**config.mk**
```make
export PLATFORM = sky130hd
export DESIGN_NAME = vec_ldst_seq
export DESIGN_NICKNAME = d
export VERILOG_FILES = /design/src/rtl/vls_pkg.sv /design/src/rtl/vls_addr_gen.sv /design/src/rtl/vls_lane.sv /design/src/rtl/vls_seq_ctrl.sv /design/src/rtl/vec_ldst_seq.sv
export SDC_FILE = /design/constraint.sdc
export NUM_CORES = 2
export LEC_CHECK = 0
export BUFFER_PORTS_ARGS = -buffer_cell sky130_fd_sc_hd__buf_2
export CORE_MARGIN = 4
export CORE_UTILIZATION = 40
export CTS_CLUSTER_SIZE = 24
export DETAILED_ROUTE_END_ITERATION = 8
export MAX_ROUTING_LAYER = met4
export SLEW_MARGIN = 0
export SYNTH_ARGS = -nofsm -noshare
export SYNTH_HDL_FRONTEND = slang
export SYNTH_SLANG_ARGS = --single-unit
export TNS_END_PERCENT = 5
```
**constraint.sdc**
```tcl
create_clock -name clk -period 7.35 [get_ports clk]
set_input_delay 0.735 -clock clk [delete_from_list [all_inputs] [get_ports clk]]
set_output_delay 0.735 -clock clk [all_outputs]
set_load 0.01 [all_outputs]
```
**src/rtl/vls_pkg.sv**
```systemverilog
package vls_pkg;

    localparam int MAX_EW = 64;

    typedef enum logic [1:0] {
        FMT_BYTE = 2'd0,
        FMT_HALF = 2'd1,
        FMT_WORD = 2'd2,
        FMT_DBL  = 2'd3
    } vfmt_e;

    typedef enum logic {
        SQ_IDLE = 1'b0,
        SQ_XFER = 1'b1
    } seq_state_e;

    typedef struct packed {
        logic  store;
        vfmt_e fmt;
    } op_t;

    function automatic logic [MAX_EW-1:0] elem_mask(vfmt_e f);
        case (f)
            FMT_BYTE: return 64'h0000_0000_0000_00FF;
            FMT_HALF: return 64'h0000_0000_0000_FFFF;
            FMT_WORD: return 64'h0000_0000_FFFF_FFFF;
            default:  return 64'hFFFF_FFFF_FFFF_FFFF;
        endcase
    endfunction

endpackage

```
**src/rtl/vls_addr_gen.sv**
```systemverilog
module vls_addr_gen
    import vls_pkg::*;
#(
    parameter int AW   = 32,
    parameter int OFFW = 10,
    parameter int IDXW = 4
) (
    input  logic [AW-1:0]   base_addr,
    input  logic [OFFW-1:0] offset,
    input  vfmt_e           new_fmt,
    input  logic [AW-1:0]   start_addr,
    input  logic [IDXW-1:0] idx,
    input  vfmt_e           cur_fmt,
    output logic [AW-1:0]   calc_start,
    output logic [AW-1:0]   elem_addr,
    output logic            misaligned
);
    logic [AW-1:0] off_ext;

    assign off_ext    = {{(AW-OFFW){offset[OFFW-1]}}, offset};
    assign calc_start = base_addr + (off_ext << new_fmt);
    assign elem_addr  = start_addr + (AW'(idx) << cur_fmt);

    always_comb begin
        case (cur_fmt)
            FMT_BYTE: misaligned = 1'b0;
            FMT_HALF: misaligned = elem_addr[0];
            FMT_WORD: misaligned = |elem_addr[1:0];
            default:  misaligned = |elem_addr[2:0];
        endcase
    end
endmodule

```
**src/rtl/vls_lane.sv**
```systemverilog
module vls_lane
    import vls_pkg::*;
#(
    parameter int VLEN = 128,
    parameter int IDXW = 4
) (
    input  vfmt_e              fmt,
    input  logic [IDXW-1:0]    idx,
    input  logic [VLEN-1:0]    vbuf,
    input  logic [MAX_EW-1:0]  mem_rdata,
    output logic [MAX_EW-1:0]  store_elem,
    output logic [VLEN-1:0]    load_merged
);
    localparam int POSW = $clog2(VLEN);

    logic [POSW-1:0] pos;

    assign pos = POSW'({idx, 3'b000}) << fmt;

    always_comb begin
        store_elem  = '0;
        load_merged = vbuf;
        case (fmt)
            FMT_BYTE: begin
                store_elem[7:0]     = vbuf[pos +: 8];
                load_merged[pos +: 8] = mem_rdata[7:0];
            end
            FMT_HALF: begin
                store_elem[15:0]     = vbuf[pos +: 16];
                load_merged[pos +: 16] = mem_rdata[15:0];
            end
            FMT_WORD: begin
                store_elem[31:0]     = vbuf[pos +: 32];
                load_merged[pos +: 32] = mem_rdata[31:0];
            end
            default: begin
                store_elem            = vbuf[pos +: 64];
                load_merged[pos +: 64] = mem_rdata;
            end
        endcase
    end
endmodule

```
**src/rtl/vls_seq_ctrl.sv**
```systemverilog
module vls_seq_ctrl
    import vls_pkg::*;
#(
    parameter int NELEM_B = 16,
    parameter int IDXW    = 4
) (
    input  logic            clk,
    input  logic            rst,
    input  logic            start,
    input  op_t             op_in,
    input  logic            misaligned,
    input  logic            mem_ready,
    output logic            mem_req,
    output op_t             op_q,
    output logic [IDXW-1:0] idx,
    output logic            launch,
    output logic            beat,
    output logic            fault,
    output logic            done,
    output logic            err_load,
    output logic            err_store,
    output logic            load_commit
);
    seq_state_e      state_q;
    logic [IDXW-1:0] last_idx;

    assign launch   = (state_q == SQ_IDLE) && start;
    assign mem_req  = (state_q == SQ_XFER) && !misaligned;
    assign fault    = (state_q == SQ_XFER) && misaligned;
    assign beat     = mem_req && mem_ready;
    assign last_idx = IDXW'((NELEM_B >> op_q.fmt) - 1);

    always_ff @(posedge clk) begin
        if (rst) begin
            state_q     <= SQ_IDLE;
            op_q        <= '0;
            idx         <= '0;
            done        <= 1'b0;
            err_load    <= 1'b0;
            err_store   <= 1'b0;
            load_commit <= 1'b0;
        end else begin
            done        <= 1'b0;
            err_load    <= 1'b0;
            err_store   <= 1'b0;
            load_commit <= 1'b0;
            case (state_q)
                SQ_IDLE: begin
                    if (start) begin
                        state_q <= SQ_XFER;
                        op_q    <= op_in;
                        idx     <= '0;
                    end
                end
                default: begin
                    if (fault) begin
                        state_q   <= SQ_IDLE;
                        done      <= 1'b1;
                        err_store <= op_q.store;
                        err_load  <= !op_q.store;
                    end else if (beat) begin
                        if (idx == last_idx) begin
                            state_q     <= SQ_IDLE;
                            done        <= 1'b1;
                            load_commit <= !op_q.store;
                        end else begin
                            idx <= idx + 1'b1;
                        end
                    end
                end
            endcase
        end
    end
endmodule

```
**src/rtl/vec_ldst_seq.sv**
```systemverilog
module vec_ldst_seq
    import vls_pkg::*;
#(
    parameter int VLEN = 128,
    parameter int AW   = 32,
    parameter int OFFW = 10
) (
    input  logic              clk,
    input  logic              rst,
    input  logic              start,
    input  logic              op_store,
    input  logic [1:0]        fmt,
    input  logic [AW-1:0]     base_addr,
    input  logic [OFFW-1:0]   offset,
    input  logic [VLEN-1:0]   vreg_rdata,
    output logic              vreg_wr_en,
    output logic [VLEN-1:0]   vreg_wr_data,
    output logic              mem_req,
    output logic              mem_we,
    output logic [1:0]        mem_size,
    output logic [AW-1:0]     mem_addr,
    output logic [MAX_EW-1:0] mem_wdata,
    input  logic              mem_ready,
    input  logic [MAX_EW-1:0] mem_rdata,
    output logic              done,
    output logic              err_load,
    output logic              err_store,
    output logic [AW-1:0]     err_addr
);
    localparam int NELEM_B = VLEN / 8;
    localparam int IDXW    = $clog2(NELEM_B);

    op_t             op_in;
    op_t             op_q;
    logic [IDXW-1:0] idx;
    logic            launch, beat, fault, misaligned;
    logic [AW-1:0]   calc_start, elem_addr;
    logic [AW-1:0]   start_addr_q;
    logic [VLEN-1:0] vbuf_q, load_merged;
    logic [MAX_EW-1:0] store_elem;

    assign op_in = '{store: op_store, fmt: vfmt_e'(fmt)};

    vls_seq_ctrl #(.NELEM_B(NELEM_B), .IDXW(IDXW)) u_ctrl (
        .clk(clk), .rst(rst), .start(start), .op_in(op_in),
        .misaligned(misaligned), .mem_ready(mem_ready),
        .mem_req(mem_req), .op_q(op_q), .idx(idx), .launch(launch),
        .beat(beat), .fault(fault), .done(done), .err_load(err_load),
        .err_store(err_store), .load_commit(vreg_wr_en)
    );

    vls_addr_gen #(.AW(AW), .OFFW(OFFW), .IDXW(IDXW)) u_addr (
        .base_addr(base_addr), .offset(offset), .new_fmt(op_in.fmt),
        .start_addr(start_addr_q), .idx(idx), .cur_fmt(op_q.fmt),
        .calc_start(calc_start), .elem_addr(elem_addr),
        .misaligned(misaligned)
    );

    vls_lane #(.VLEN(VLEN), .IDXW(IDXW)) u_lane (
        .fmt(op_q.fmt), .idx(idx), .vbuf(vbuf_q), .mem_rdata(mem_rdata),
        .store_elem(store_elem), .load_merged(load_merged)
    );

    always_ff @(posedge clk) begin
        if (rst) begin
            start_addr_q <= '0;
            vbuf_q       <= '0;
            err_addr     <= '0;
        end else begin
            if (launch) begin
                start_addr_q <= calc_start;
                vbuf_q       <= op_store ? vreg_rdata : '0;
            end
            if (beat && !op_q.store) begin
                vbuf_q <= load_merged;
            end
            if (fault) begin
                err_addr <= elem_addr;
            end
        end
    end

    assign mem_we       = mem_req && op_q.store;
    assign mem_size     = op_q.fmt;
    assign mem_addr     = elem_addr;
    assign mem_wdata    = store_elem;
    assign vreg_wr_data = vbuf_q;
endmodule

```
; After elaboration in Yosys (flattened, before gate mapping)
; Index checks and enable logic that the tools add are counted.
[op_classes]
addsub = 5
n_eq_ne = 6
n_shift = 16
mux = 26
n_bitwise = 4
reduce_logical = 20
[op_table]
columns = op, count
row1 = bitwise mux 128 bit, 4
row2 = two-way mux 128 bit, 3
row3 = one-hot mux 128 bit (3 select lines), 1
row4 = variable shift 16 x 9 -> 128 bit (first input constant), 1
row5 = variable shift 32 x 9 -> 128 bit (first input constant), 1
row6 = variable shift 64 x 9 -> 128 bit (first input constant), 1
row7 = variable shift 8 x 9 -> 128 bit (first input constant), 1
row8 = indexed part select 128 x 8 -> 16 bit, 1
row9 = indexed part select 128 x 8 -> 32 bit, 1
row10 = indexed part select 128 x 8 -> 64 bit, 1
row11 = indexed part select 128 x 8 -> 8 bit, 1
row12 = indexed part select 16 x 9 -> 128 bit, 1
row13 = indexed part select 32 x 9 -> 128 bit, 1
row14 = indexed part select 64 x 9 -> 128 bit, 1
row15 = indexed part select 8 x 9 -> 128 bit, 1
row16 = adder 32 bit, 2
row17 = one-hot mux 8 bit (3 select lines), 2
row18 = two-way mux 32 bit, 1
row19 = one-hot mux 16 bit (2 select lines), 1
row20 = << shifter 32 x 2 -> 32 bit, 1
row21 = << shifter 4 x 2 -> 32 bit, 1
row22 = two-way mux 4 bit, 5
row23 = negation 7 -> 9 bit, 1
row24 = OR reduction 3 bit, 3
row25 = 19 further kinds, 40
[totals]
regBits = 204
inputBits = 241
output_inout_bits = 264
wordCells = 88

; Depth between registers and ports, before layout
[logic_depth]
ltp_word = 10
mapped_depth = 23
ltp_nobuf = 14

; Hierarchy
; From an unflattened synthesis, not the netlist that was laid out.
[hier_totals]
cells_unflattened = 4313
area_unflattened_um2 = 30659.4
[modules_own_cells]
columns = mod, instances, cells_per_inst, area_per_inst_um2, seq_area_each_um2
row1 = vls_lane, 1, 2943, 18584.1, 0.0
row2 = vec_ldst_seq, 1, 947, 8888.5, 3843.7
row3 = vls_addr_gen, 1, 352, 2577.5, 0.0
row4 = vls_seq_ctrl, 1, 71, 609.3, 240.2

; Worst setup path before layout
; No wires, ideal clock.
[synth_path]
path_type = flip-flop to output port
startpoint = register, netlist name u_ctrl.op_q[1]
endpoint = output port mem_addr[10]
t_arrival_ps = 4357
required_ps = 6615
path_slack_ps = 2258
stages_incl_launch_ff = 21
path_buffers = 8
path_cell_list = dfxtp_1 buf_2 or3b_2 buf_2 inv_1 buf_2 buf_2 buf_2 buf_4 buf_2 ha_1 inv_1 fa_1 nor2b_1 o21ai_0 a21boi_0 o21ai_0 a21boi_0 clkbuf_1 o21ai_0 xnor2_1
[synth_between]
elab_chain_cells = 2
[synth_rtl]
columns = item, line
row1 = << shifter 4 x 2 -> 32 bit, vls_addr_gen.sv:22  ; assign elem_addr = start_addr + (AW'(idx) << cur_fmt);
row2 = adder 32 bit, vls_addr_gen.sv:22
row3 = to (decl), vec_ldst_seq.sv:21  ; output logic [AW-1:0] mem_addr,
; No other way between the ends.

; Worst setup path in the final report
[layout_path]
startpoint = register, netlist name u_ctrl.op_q[0]
endpoint = output port mem_wdata[11]
[layout_between]
elab_chain_cells = 3
elab_cells_between_ends = 8
cone_classes = eq/ne (2) / shift (4) / mux (1) / reduce/logical (1)
[layout_rtl]
columns = item, line
row1 = << shifter 7 x 2 -> 7 bit, vls_lane.sv:18  ; assign pos = POSW'({idx, 3'b000}) << fmt;
row2 = indexed part select 128 x 8 -> 64 bit (tied with other cells), vls_lane.sv:37  ; store_elem = vbuf[pos +: 64];
row3 = one-hot mux 8 bit (3 select lines) *, vls_lane.sv:23  ; case (fmt)
row4 = to (decl), vec_ldst_seq.sv:22  ; output logic [MAX_EW-1:0] mem_wdata,
; Mark *: on every way between the ends. The rest lies on a longest branch, timed or not.

==> results.toml <==
[sta]
slew_headroom_pct = 10.95
slew_violations = 0
setup_tns_ns = 0
setup_viol = 0
rsz0062_at_grt = "no"
worst_slack_ns = 1.240
whs_ns = 0.3952
clock.fmax_ghz = 0.1637
fin_skew_ns = 0.02397
hold_viol = 0
worstMarginPinSlew_ns = 1.325
period_needed_ns = 6.110
min_period_over_period_pct = 83.13

[finish]
nNetsFinal = 4495
post-route-util_pct = 46.96
layout.area.seq_um2 = 4088
fill_cells = 7015
stdcell_count = 5131
multiInputGateArea_um2 = 21680
drive_above_1_share_pct = 20.61
area_delta_synth_final_pct = 15.61

[synthesis]
ys_types = 100
yosysTopAreaCell = "dfxtp_1"
synth_edf_count = 0
async_reset_ff_share_pct = 0
synth_flop_cell = "dfxtp_1"
yosysWarnings = 0
synth.top_cells.by_count = "520 x nand2_1, 410 x a21oi_1, 327 x nor2_1, 313 x mux2i_1, 251 x clkbuf_1"
synth.cell_area_um2 = 27430
ys_ff_latch = 204
synth_top_area_share_pct = 14.89
seq_area_frac_synth_pct = 14.89
synth.most_common_cell = "nand2_1"
syn_nets = 4219
synthCells = 3932
synth_area_leaders = "dfxtp_1 15%, mux2i_1 11%, a21oi_1 7.5%"
syn_area_per_cell_um2 = 6.975

[drt]
dr_total_vias = 37970
wire_per_inst_um = 38.61
drc = 0
ant_nets = 0
first_iter_violations = 6745
firstDrtPassIters = 7
drt_wl_total_mm = 198.1
viasPerCell = 7.401

[setup_path]
path_class = "reg2out"
worstPathArrival_ns = 5.37
critPathMaxFanout = 37
crit_path_start_kind = "flop"
cp.required_ns = 6.61
crit_path_end_kind = "output pin"

[power_and_ir_drop]
ir_drop_mv = 0.1854
p_per_area_nw_per_um2 = 167.0
leakagePower_nw = 12.12

[job]
drv_cap = 0

[grt]
grt_first_pass_wirelength_mm = 271.4
first_global_vias = 34310
antenna_found_initial = 27
overflow = 0
track_usage_pct = 52.31
grt_max_degree = 89

[clock_tree]
cts_num_sinks = 204
cts.htree.levels = 1
cts-resized-gates = 0
post-cts-setup-buffer-count = 0
clk_pin_slew_ns = 0.06
cts_tree = "built"
cts-buffers-inserted = 29
clock_tree.buffer_depth = 3
root_buffer = "clkbuf_16"
clk_latency_ns = 0.64
cts_hold_buffers = 0

[outcome]
outcome = "completed"

[floorplanning]
start_util_pct = 40.62
io_pins = 505
die_w_um = 269.9
fp.dieH_um = 269.9
num_rows = 95
design.core.area_um2 = 67510
die-area_um2 = 72820

[hold_path]
worstHoldPathType = "in2reg"

[place]
dpl.cell_count = 5050
gp_congestion = 1.112
port_buffers = 504
hpwl_mm = 147.1
place_ws_ns = 2.094
-- cells in the final DEF (no fill, tap or decap), types with 17 or more instances in the layout --
master     synthesis  final
nand2_1          520    516
buf_2             85    502
a21oi_1          410    408
nor2_1           327    318
mux2i_1          313    313
o21ai_0          226    223
dfxtp_1          204    201
a211oi_1         150    148
buf_4             12    131
nand3_1           95     95
o211ai_1          86     86
nor3_1            87     85
a31oi_1           65     65
a22oi_1           65     65
o31ai_1           55     55
o22ai_1           50     50
inv_1             51     48
a22o_1            45     45
xnor2_1           42     42
a221oi_1          42     42
o221ai_1          42     42
ha_1              44     42
mux2_2            37     37
and2_1            37     36
a311oi_1          34     34
diode_2            0     32
and3_1            32     32
mux4_2            32     32
clkbuf_16          0     29
nor4_1            30     28
o21ba_2           25     25
a21o_1            21     21
nand2b_1          20     19
or3_1             19     19
o2111ai_1         19     19
a2111oi_0         19     19
o21a_1            18     18
nor2b_1           18     17
-- critical path, stage by stage, from the launching register on --
cell and delay (ns):
dfxtp_2 0.60, mux2i_1 0.77, or2_2 0.27, buf_4 0.48, inv_4 0.32, nor2_1 0.85, a21oi_1 0.15, a21oi_1 0.67
nor2_1 0.08, a311oi_1 0.28, buf_2 0.19
-- through the flow --
step | cell area (um^2) | total power, mW
floorplan | 27430 | 2.589
CTS | 31630 | 5.134
finish | 31710 | 5.297
detailed placement | 30650 | 3.610
global placement | 30650 | 3.616
global route | 31690 | 5.379
-- worst paths after layout --
kind	slack, ns	end	cells after the start	start
setup / recovery	1.24	mem_wdata[11]	10	u_ctrl.op_q[0]
hold / removal	0.40	vreg_wr_data[39]	3	vreg_rdata[39]
setup reg to reg	1.79	vreg_wr_data[38]	12	u_ctrl.op_q[0]
hold reg to reg	0.45	err_addr[6]	2	err_addr[6]
-- power by group --
part	internal, mW	leakage [nW]	switching, mW
Clock	0.900	0.471	0.639
Combinational	0.709	9.97	1.58
Sequential	1.19	1.67	0.273
-- state kept, by name, summed over array words and instances, names as in the netlist --
| signal | cells |
|---|---|
| vreg_wr_data | 128 |
| err_addr | 32 |
| start_addr_q | 32 |
| u_ctrl.idx | 4 |
| u_ctrl.op_q | 3 |
| u_ctrl.done | 1 |
| u_ctrl.err_load | 1 |
| u_ctrl.err_store | 1 |
| u_ctrl.load_commit | 1 |
| u_ctrl.state_q | 1 |
-- routing by layer --
layer,part of all wire [%],up-vias,track usage [%]
met5,0,-,-
met4,9.4,0,36.25
met3,15,864,19.47
met2,38,3458,70.12
met1,37,18050,64.34
li1,-,15600,-
-- kinds of logic after synthesis --
family,after synthesis,synth area share (%)
and+or+nand+nor,1251,20.52
xor gates and xnor gates,55,1.756
adders and majority gates,46,2.153
muxes,383,15.62
AOI/OAI and AO/OA,1546,38.36
DFF,204,14.89
buffers and inverters,447,6.697
-- final cells by class --
cell class,count,share of cell area (%)
multi-input cells,3281,68.36
flip-flops and latches,204,12.89
repair buffers,637,11.28
well taps,873,3.445
clock buffers,38,2.522
inverters,55,0.6748
clock inverters,11,0.5722
diodes,32,0.2525
No activity file was read; power rests on OpenSTA's default activity.
